File: config.mk
export PLATFORM = sky130hd
export DESIGN_NAME = i2c_txq_writer
export DESIGN_NICKNAME = d
export VERILOG_FILES = /design/src/rtl/i2cq_pkg.sv /design/src/rtl/i2cq_fifo.sv /design/src/rtl/i2cq_drain.sv /design/src/rtl/i2c_txq_writer.sv
export SDC_FILE = /design/constraint.sdc
export NUM_CORES = 1
export LEC_CHECK = 0
export BUFFER_PORTS_ARGS = -buffer_cell sky130_fd_sc_hd__buf_2
export CAP_MARGIN = 20
export CORE_MARGIN = 8
export CORE_UTILIZATION = 25
export DETAILED_ROUTE_END_ITERATION = 10
export PLACE_DENSITY = 0.41
export SLEW_MARGIN = 20
export SYNTH_ARGS = -nofsm -noshare
export SYNTH_HDL_FRONTEND = slang
export SYNTH_SLANG_ARGS = --single-unit
File: constraint.sdc
create_clock -name clk -period 3.6 [get_ports clk]
set_input_delay 0.9 -clock clk [delete_from_list [all_inputs] [get_ports clk]]
set_output_delay 0.9 -clock clk [all_outputs]
set_load 0.02 [all_outputs]
File: src/rtl/i2cq_pkg.sv
package i2cq_pkg;
  localparam int DATA_W = 8;
  localparam int ADDR_W = 3;

  localparam logic [ADDR_W-1:0] A_DATA  = 3'd0;
  localparam logic [ADDR_W-1:0] A_QCTL  = 3'd1;
  localparam logic [ADDR_W-1:0] A_STAT  = 3'd2;
  localparam logic [ADDR_W-1:0] A_IEN   = 3'd3;
  localparam logic [ADDR_W-1:0] A_QSTAT = 3'd4;
  localparam logic [ADDR_W-1:0] A_CTL   = 3'd5;

  // bit positions software relies on
  localparam int QCTL_FLUSH = 7;
  localparam int QCTL_EN    = 6;
  localparam int ST_EMPTY   = 1;
  localparam int ST_NAK     = 0;
  localparam int QS_FULL    = 5;
  localparam int QS_EMPTY   = 4;
  localparam int QS_OVF     = 0;
  localparam int CTL_NAK    = 3;

  // sticky status update: set wins over write-one-to-clear
  function automatic logic [1:0] stat_next(input logic [1:0] cur,
                                           input logic [1:0] w1c,
                                           input logic [1:0] set);
    return (cur & ~w1c) | set;
  endfunction
endpackage

File: src/rtl/i2cq_fifo.sv
module i2cq_fifo #(
  parameter int DEPTH = 64,
  parameter int W     = 8
) (
  input  logic         clk,
  input  logic         rst_n,
  input  logic         flush,
  input  logic         push_req,
  input  logic [W-1:0] push_data,
  input  logic         pop_req,
  output logic [W-1:0] head,
  output logic         empty,
  output logic         full
);
  localparam int PW = (DEPTH > 2) ? $clog2(DEPTH) : 1;
  localparam int CW = $clog2(DEPTH + 1);

  logic [W-1:0]  mem [DEPTH];
  logic [PW-1:0] wr_ptr, rd_ptr;
  logic [CW-1:0] count;
  logic          push, pop;

  function automatic logic [PW-1:0] ptr_inc(input logic [PW-1:0] p);
    return (p == PW'(DEPTH - 1)) ? '0 : p + 1'b1;
  endfunction

  function automatic logic [CW-1:0] cnt_next(input logic [CW-1:0] c,
                                             input logic pu, input logic po);
    case ({pu, po})
      2'b10:   return c + 1'b1;
      2'b01:   return c - 1'b1;
      default: return c;
    endcase
  endfunction

  assign empty = (count == '0);
  assign full  = (count == CW'(DEPTH));
  assign push  = push_req && !full && !flush;
  assign pop   = pop_req && !empty && !flush;
  assign head  = mem[rd_ptr];

  always_ff @(posedge clk) begin
    if (!rst_n || flush) begin
      wr_ptr <= '0;
      rd_ptr <= '0;
      count  <= '0;
    end else begin
      if (push) wr_ptr <= ptr_inc(wr_ptr);
      if (pop)  rd_ptr <= ptr_inc(rd_ptr);
      count <= cnt_next(count, push, pop);
    end
  end

  always_ff @(posedge clk) begin
    if (push) mem[wr_ptr] <= push_data;
  end


  full_hold_chk: assert property (@(posedge clk) disable iff (!rst_n)
    (push_req && full && !pop_req && !flush) |=> full);

  count_bound_chk: assert property (@(posedge clk) disable iff (!rst_n)
    count <= CW'(DEPTH));
endmodule

File: src/rtl/i2cq_drain.sv
module i2cq_drain #(
  parameter int W = 8
) (
  input  logic         clk,
  input  logic         rst_n,
  input  logic         flush,
  input  logic         q_en,
  input  logic         q_empty,
  input  logic [W-1:0] q_head,
  output logic         pop,
  output logic         tx_valid,
  output logic [W-1:0] tx_byte,
  input  logic         tx_done,
  input  logic         tx_nak,
  output logic         done_ev,
  output logic         nak_ev,
  output logic         last_nak
);
  logic halted;

  assign pop     = !tx_valid && q_en && !q_empty && !halted && !flush;
  assign done_ev = tx_valid && tx_done;
  assign nak_ev  = done_ev && tx_nak;

  always_ff @(posedge clk) begin
    if (!rst_n) begin
      tx_valid <= 1'b0;
      tx_byte  <= '0;
      halted   <= 1'b0;
      last_nak <= 1'b0;
    end else begin
      if (pop) begin
        tx_valid <= 1'b1;
        tx_byte  <= q_head;
      end else if (done_ev) begin
        tx_valid <= 1'b0;
      end
      if (done_ev) last_nak <= tx_nak;
      if (flush)       halted <= 1'b0;
      else if (nak_ev) halted <= 1'b1;
    end
  end


  hold_byte_chk: assert property (@(posedge clk) disable iff (!rst_n)
    (tx_valid && !tx_done) |=> (tx_valid && $stable(tx_byte)));

  halt_chk: assert property (@(posedge clk) disable iff (!rst_n)
    halted |=> !$rose(tx_valid));
endmodule

File: src/rtl/i2c_txq_writer.sv
module i2c_txq_writer
  import i2cq_pkg::*;
#(
  parameter int DEPTH = 64
) (
  input  logic              clk,
  input  logic              rst_n,
  input  logic              reg_wr,
  input  logic [ADDR_W-1:0] reg_addr,
  input  logic [DATA_W-1:0] reg_wdata,
  output logic [DATA_W-1:0] reg_rdata,
  output logic              tx_valid,
  output logic [DATA_W-1:0] tx_byte,
  input  logic              tx_done,
  input  logic              tx_nak,
  output logic              irq
);
  logic              q_en, flush_q, ovf;
  logic [1:0]        stat, ien;
  logic              wr_data, q_empty, q_full, pop;
  logic              done_ev, nak_ev, last_nak;
  logic [DATA_W-1:0] q_head;
  logic [1:0]        stat_set, stat_clr;

  assign wr_data  = reg_wr && (reg_addr == A_DATA) && q_en;
  assign stat_set = {done_ev && !tx_nak && q_empty, nak_ev};
  assign stat_clr = (reg_wr && reg_addr == A_STAT) ? reg_wdata[1:0] : 2'b00;
  assign irq      = |(stat & ien);

  i2cq_fifo #(.DEPTH(DEPTH), .W(DATA_W)) u_fifo (
    .clk(clk), .rst_n(rst_n), .flush(flush_q),
    .push_req(wr_data), .push_data(reg_wdata),
    .pop_req(pop), .head(q_head), .empty(q_empty), .full(q_full)
  );

  i2cq_drain #(.W(DATA_W)) u_drain (
    .clk(clk), .rst_n(rst_n), .flush(flush_q),
    .q_en(q_en), .q_empty(q_empty), .q_head(q_head), .pop(pop),
    .tx_valid(tx_valid), .tx_byte(tx_byte),
    .tx_done(tx_done), .tx_nak(tx_nak),
    .done_ev(done_ev), .nak_ev(nak_ev), .last_nak(last_nak)
  );

  always_ff @(posedge clk) begin
    if (!rst_n) begin
      q_en    <= 1'b0;
      flush_q <= 1'b0;
      ovf     <= 1'b0;
      stat    <= '0;
      ien     <= '0;
    end else begin
      flush_q <= reg_wr && (reg_addr == A_QCTL) && reg_wdata[QCTL_FLUSH];
      if (reg_wr && reg_addr == A_QCTL) q_en <= reg_wdata[QCTL_EN];
      if (reg_wr && reg_addr == A_IEN)  ien  <= reg_wdata[1:0];
      if (flush_q)                      ovf  <= 1'b0;
      else if (wr_data && q_full)       ovf  <= 1'b1;
      stat <= stat_next(stat, stat_clr, stat_set);
    end
  end

  always_comb begin
    reg_rdata = '0;
    case (reg_addr)
      A_QCTL: begin
        reg_rdata[QCTL_FLUSH] = flush_q;
        reg_rdata[QCTL_EN]    = q_en;
      end
      A_STAT: reg_rdata[1:0] = stat;
      A_IEN:  reg_rdata[1:0] = ien;
      A_QSTAT: begin
        reg_rdata[QS_FULL]  = q_full;
        reg_rdata[QS_EMPTY] = q_empty;
        reg_rdata[QS_OVF]   = ovf;
      end
      A_CTL:  reg_rdata[CTL_NAK] = last_nak;
      default: reg_rdata = '0;
    endcase
  end


  flush_pulse_chk: assert property (@(posedge clk) disable iff (!rst_n)
    flush_q |=> !flush_q);

  empty_flag_chk: assert property (@(posedge clk) disable iff (!rst_n)
    (done_ev && !tx_nak && q_empty) |=> stat[ST_EMPTY]);

  nak_flag_chk: assert property (@(posedge clk) disable iff (!rst_n)
    nak_ev |=> (stat[ST_NAK] && last_nak));
endmodule

==> results of run 1 <==
[logic make-up after synthesis]
| logic type | after synthesis |
|---|---|
| adder cells (fa/ha/maj) | 9 |
| AND/OR/NAND/NOR | 265 |
| AO/OA/AOI/OAI | 79 |
| flip-flops | 549 |
| other | 1 |
| XOR/XNOR | 9 |
| multiplexers | 205 |
| buffers and inverters | 77 |
[registers in the layout, indices dropped and copies added (netlist names)]
register / cells
u_fifo.mem: 512
u_drain.tx_byte: 8
u_fifo.count: 7
u_fifo.rd_ptr: 6
u_fifo.wr_ptr: 6
ien: 2
stat: 2
flush_q: 1
ovf: 1
q_en: 1
u_drain.halted: 1
u_drain.last_nak: 1
u_drain.tx_valid: 1
[metal layers]
layer	share of wire [%]	track usage, %	vias to the layer above
met3	3.8	1.90	76
met4	2.1	3.04	0
met1	47	16.1	5924
met2	47	18.6	211
li1	-	-	5059
met5	0	0	-
[power by group through the flow]
stage,logic [uW],registers [uW],clock network [uW]
after floorplan,17.9,7100,0
after global placement,159,7100,0
after detailed placement,164,7100,0
after CTS,164,6970,5930
after global routing,173,6960,6170
final,156,6970,5760
[how the worst max path moves through the flow]
| stage | to | slack (ns) | cells past startpoint |
|---|---|---|---|
| after floorplan | u_fifo.count[6]$_SDFFE_PP0P_ | 0.16 | 12 |
| after global placement | u_fifo.count[6]$_SDFFE_PP0P_ | 0.003 | 13 |
| after detailed placement | u_fifo.count[6]$_SDFFE_PP0P_ | -0.04 | 13 |
| after CTS | u_fifo.count[6]$_SDFFE_PP0P_ | 0.22 | 11 |
| after global routing | u_fifo.count[6]$_SDFFE_PP0P_ | 0.04 | 11 |
| final | u_fifo.count[6]$_SDFFE_PP0P_ | 0.20 | 11 |
[layout make-up]
class | count | area, um2 | area share, %
clock buffer | 70 | 1520 | 5.85
multi-input combinational | 568 | 5420 | 20.9
sequential | 549 | 16100 | 62.2
timing repair buffer | 144 | 1100 | 4.25
antenna | 1 | 2.50 | 0.00965
inverter | 8 | 30.0 | 0.116
tap | 1155 | 1450 | 5.57
clock inverter | 40 | 294 | 1.13
[cell usage in the layout, fill, tap and decap left out, drive strengths merged, types with 2 or more instances in the layout]
| cell | Yosys | final |
|---|---|---|
| or2 | 2 | 2 |
| a221oi | 7 | 7 |
| dfxtp | 37 | 37 |
| or3 | 10 | 10 |
| ha | 8 | 8 |
| buf | 44 | 144 |
| inv | 8 | 10 |
| edfxtp | 512 | 512 |
| nand2 | 55 | 55 |
| nor3 | 6 | 6 |
| clkinvlp | 0 | 3 |
| clkinv | 0 | 31 |
| nand4b | 5 | 5 |
| nand3b | 5 | 5 |
| nand3 | 24 | 24 |
| and3 | 12 | 12 |
| mux2i | 77 | 77 |
| and2 | 2 | 2 |
| a21oi | 16 | 16 |
| clkbuf | 25 | 70 |
| nor3b | 2 | 2 |
| or4 | 3 | 3 |
| xor2 | 8 | 8 |
| a21boi | 2 | 2 |
| nor2 | 102 | 102 |
| o211ai | 9 | 9 |
| nand4 | 13 | 13 |
| o21ai | 22 | 22 |
| nand2b | 7 | 7 |
| mux2 | 23 | 23 |
| nor2b | 12 | 12 |
| bufinv | 0 | 4 |
| o221ai | 16 | 16 |
| mux4 | 105 | 105 |
[metrics by stage]
step           hold WS (ns)  setup slack, ns
4_1_cts               0.498            0.219
3_5_place_dp          0.482          -0.0411
2_1_floorplan         0.440            0.158
6_report              0.488            0.202
5_1_grt               0.522           0.0402
3_3_place_gp          0.477          0.00309
[tightest hold or removal path, stage by stage, from the launching register on]
cell and delay, ns:
dfxtp_1 0.34, nor2_1 0.05, nor2_1 0.07
==> qor.csv, run 1 <==
metric,value,unit
status,finished clean,
end_kind,flip-flop,
critPathMaxStageDelay,0.59,ns
ioPinCount,34,
synth_common_cells,"edfxtp_1 (512), mux4_2 (105), nor2_1 (102)",
crit_type,flip-flop to flip-flop,
regToRegSetupSlack,0.20,ns
yosysSeqAreaShare,73.5,%
internal_power,10300,uW
ys_ff_latch,549,
synth_nets,1219,
fmax,294,MHz
hold_violations,0,
p_sw_share,20.3,%
grt_max_degree,66,
fin_util,29.8,%
power,12900,uW
powerDensity,497,mW/mm2
initial_core_util,25.2,%
synth_cell_types,51,
crit_path_start,u_fifo.count[0]$_SDFFE_PP0P_,
firstDrtPassIters,6,
synth.area.mux_share,15.5,%
yosys.area_share.adder,0.548,%
coreArea,0.0869,mm2
synth_most_common_cell,edfxtp_1,
postCtsHoldBufs,0,
clock_latency,0.61,ns
num_vias,11300,
syn_avg_cell_area,18.4,um2
min_from,ovf$_SDFFE_PP0P_,
reg2regPathDepth,11,
crit_required,4.13,ns
power.share.sequential,54.1,%
gp_congestion,0.755,
grt-ovfl-total,0,
critical_path_buf_inv_count,1,
syn_to_final_growth,18.3,%
fin_tns_setup,0,ns
ir_drop,0.000361,V
synth-simple-area-share,5.79,%
skew,0.0253,ns
dp_hpwl,35700,um
via_per_inst,4.45,
ant_nets,0,
synth_xor_area_share,0.360,%
tritoncts,built,
hold-path-cell-count,2,
synth_compound_area_share,2.52,%
setup_violations,0,
port_buffers,32,
final_nets,1355,
synthFlopType,edfxtp_1,
synth_top_cell_area_share,70.1,%
drt-total-wl,57200,um
switchingPower,2610,uW
antenna_found_initial,1,
async_flop_share,0,%
cts_buffers,59,
clock-sinks,549,
grt_usage,11.5,%
finalMaxSlewViolations,0,
cellLeakagePower,0.00801,uW
worstReg2RegEnd,u_fifo.count[6]$_SDFFE_PP0P_,
cp_data_arrival_time,3.93,ns
dpl.cell_count,2424,
num-fill-cells,8518,
reg2reg_from,u_fifo.count[0]$_SDFFE_PP0P_,
drtIter0Drc,818,
cts-resized-gates,0,
die_area,0.0974,mm2
drive_gt1_share,26.5,%
instances_no_fill,2535,
slowest_stage,or4_1,
worstMarginPinSlew,1.05,ns
crit_chain,or4_1 > o41ai_4 > inv_2 > ha_1 > ha_1 > nor2b_1 > o21ai_0 > a21boi_0 > or4_1 > a31o_2 > a21oi_1,
start_kind,flip-flop,
grt_pass1_vias,11900,
maxCapViolations,0,
wl_per_cell,22.6,um
rows,108,
hold_path_end,ovf$_SDFFE_PP0P_,
htree_levels,2,
synth_area,0.0219,mm2
synth_edf_count,512,
die_h,312,um
finalCriticalPeriod,3.40,ns
synth_top_family_by_area,multiplexers,
post_cts_buffers,0,
clockBufferDepth,3,
hp-class,flip-flop to flip-flop,
synth.largest_area_cell,edfxtp_1,
synth_warnings,0,
clkTransAtPathRegs,0.06,ns
drcViolationCount,0,
maxSlewHeadroom,29.7,%
synth.area.top_cells,"edfxtp_1 (70%), mux4_2 (11%), mux2i_1 (3.5%), dfxtp_1 (3.4%), nor2_1 (1.7%)",
grt_pass1_wl,84000,um
power_frac_comb,1.2,%
crit_family,simple AND/OR/NAND/NOR gates,
fin_area,0.0259,mm2
dpl-instance-area,0.0241,mm2
crit_fanout,7,
postSynthCellCount,1194,
clock-root-buffer,clkbuf_16,
p_clk_share,44.7,%
die_w,312,um
fin_crit_sh,94.4,%
grt_setup_unrepaired,no,
(Power assumes the default switching activity.)
==> run 2: changes to the inputs <==
BUFFER_PORTS_ARGS = default   (was -buffer_cell sky130_fd_sc_hd__buf_2)
DONT_BUFFER_PORTS = 1   (was default)
PLACE_DENSITY = 0.45   (was 0.41)
==> run 2 against run 1 <==
  * Sequential power hardly changed
  * Wire length is 4.0% lower
  * Critical path depth stayed put
  * Count of clock-buffer cells in the layout is 4 higher
  * Clock power is 2% higher
  * Global-route usage is 0.47 points lower
  * Total power hardly changed
  * Register-to-register slack better by 0.12 ns
  * Via count is 1.5% lower
  * Clock skew is 0.0063 ns higher
  * Non-clock buffer count is 46 lower
  * Critical path type unchanged
  * Critical endpoint unchanged
==> qor.csv, run 2 (synthesized netlist as in run 1, its figures left out) <==
metric,value,unit,change
status,finished clean,,
largest_reg_flops,512,,unchanged
crit_fanout,5,,-2
drive_gt1_share,24.2,%,-2.4 points
end_kind,flip-flop,,
fin_area,0.0257,mm2,-1.0%
crit_type,flip-flop to flip-flop,,
num-fill-cells,8541,,+0.27%
maxSlewHeadroom,37.5,%,+7.8 points
cp_data_arrival_time,3.79,ns,-0.14 ns
drcViolationCount,0,,unchanged
rows,108,,unchanged
fin_crit_sh,91.0,%,-3.4 points
top_regs,"u_fifo.mem x512, u_drain.tx_byte x8, u_fifo.count x7",,
grt_pass1_vias,11400,,-4.0%
grt_setup_unrepaired,no,,
ant_nets,0,,unchanged
tritoncts,built,,
fmax,305,MHz,+3.8%
drt-total-wl,54900,um,-4.0%
syn_to_final_growth,17.1,%,
ir_drop,0.000349,V,-3.4%
p_sw_share,19.3,%,-0.96 points
insertedDiodeCount,0,,-1
setup_violations,0,,unchanged
worstMarginPinSlew,0.938,ns,-0.117 ns
die_area,0.0974,mm2,unchanged
power_frac_comb,0.1,%,-1.1 points
critical_path_buf_inv_count,1,,unchanged
clockBufferDepth,3,,unchanged
finalCriticalPeriod,3.27,ns,-0.124 ns
grt_usage,11.0,%,-0.47 points
final_common_cell,edfxtp_1,,
maxCapViolations,0,,unchanged
grt-ovfl-total,0,,unchanged
die_w,312,um,unchanged
clock-sinks,549,,unchanged
crit_family,simple AND/OR/NAND/NOR gates,,
clock-root-buffer,clkbuf_16,,
gp_congestion,0.795,,+5.4%
port_buffers,0,,-100%
firstDrtPassIters,5,,-1
final_cell_mix,"edfxtp_1 (512), mux4_2 (105), nor2_1 (102)",,
power.share.sequential,54.1,%,about the same
grt_pass1_wl,80400,um,-4.3%
ioPinCount,34,,unchanged
crit_required,4.12,ns,about the same
drtIter0Drc,805,,-1.6%
start_kind,flip-flop,,
finalMaxSlewViolations,0,,unchanged
post_cts_buffers,0,,unchanged
clkTransAtPathRegs,0.06,ns,about the same
clock_latency,0.63,ns,+0.02 ns
dp_hpwl,33500,um,-6.3%
powerDensity,501,mW/mm2,+0.92%
via_per_inst,4.46,,+0.26%
hold_violations,0,,unchanged
wl_per_cell,22.0,um,-2.3%
regMostFlops,u_fifo.mem,,
slowest_stage,or4_1,,
fin_tns_setup,0,ns,unchanged
antenna_found_initial,0,,-1
final_nets,1310,,-3.3%
cellLeakagePower,0.00780,uW,-2.6%
crit_chain,or4_1 > o41ai_4 > inv_2 > ha_1 > ha_1 > nor2b_1 > o21ai_0 > a21boi_0 > or4_1 > a31o_2 > a21oi_1,,
switchingPower,2490,uW,-4.8%
hold_ws,0.381,ns,-0.107 ns
skew,0.0315,ns,+0.00626 ns
cts-resized-gates,0,,unchanged
critPathMaxStageDelay,0.59,ns,about the same
p_clk_share,45.7,%,+1.0 points
hp-class,input pin to flip-flop,,
num_vias,11100,,-1.5%
dpl-instance-area,0.0238,mm2,-1.4%
htree_levels,2,,unchanged
fin_util,29.6,%,-0.30 points
initial_core_util,25.2,%,unchanged
grt_max_degree,67,,+1.5%
coreArea,0.0869,mm2,unchanged
cts_buffers,60,,+1.7%
die_h,312,um,unchanged
postCtsHoldBufs,0,,unchanged
internal_power,10400,uW,+1.1%
## run 2: cell types whose count changed in the layout (fill, tap and decap cells not counted), sizes merged
| cell | previous run | this run |
|---|---|---|
| buf | 144 | 98 |
| clkbuf | 70 | 74 |
| bufinv | 4 | 5 |
| clkinv | 31 | 29 |
| diode | 1 | 0 |
## run 2: area by class of cell
cell class | instances | area (um2) | share of cell area (%)
Multi-Input combinational cell | 568 | 5420 | 21.1
Sequential cell | 549 | 16100 | 62.8
Inverter | 8 | 30.0 | 0.117
Clock buffer | 74 | 1550 | 6.05
Timing Repair Buffer | 98 | 773 | 3.01
Tap cell | 1155 | 1450 | 5.63
Clock inverter | 39 | 329 | 1.28
## run 2: final timing paths
kind              cells after the start                           end  slack, ns                          from
setup reg to reg                     11  u_fifo.count[6]$_SDFFE_PP0P_       0.33  u_fifo.count[0]$_SDFFE_PP0P_
hold reg to reg                       2   u_drain.halted$_SDFFE_PP0P_       0.50   u_drain.halted$_SDFFE_PP0P_
hold / removal                        0   u_fifo.mem[13][3]$_DFFE_PP_       0.38                  reg_wdata[3]
setup / recovery                     11  u_fifo.count[6]$_SDFFE_PP0P_       0.33  u_fifo.count[0]$_SDFFE_PP0P_
## run 2: metrics by stage
stage / instances / power [uW] / worst slack (ns)
floorplan: 1194 / 7120 / 0.158
global placement: 2378 / 7120 / 0.0416
detailed placement: 2378 / 7120 / 0.00682
CTS: 2491 / 13100 / 0.326
global route: 2491 / 13300 / 0.0936
finish: 2491 / 12900 / 0.326
## run 2: layer usage
layer	vias to the layer above	part of all wire, %	track usage, %
li1	4965	-	-
met1	5805	45	15.0
met2	267	46	17.6
met3	66	6.3	2.79
met4	0	1.8	2.91
met5	-	0	0
## run 2: power groups by stage
stage	sequential, uW	combinational (uW)	clock [uW]
after global placement	7100	18.7	0
after floorplan	7100	17.9	0
after global routing	6960	20.8	6300
after detailed placement	7100	18.9	0
after CTS	6960	19.0	6070
final	6970	18.9	5890
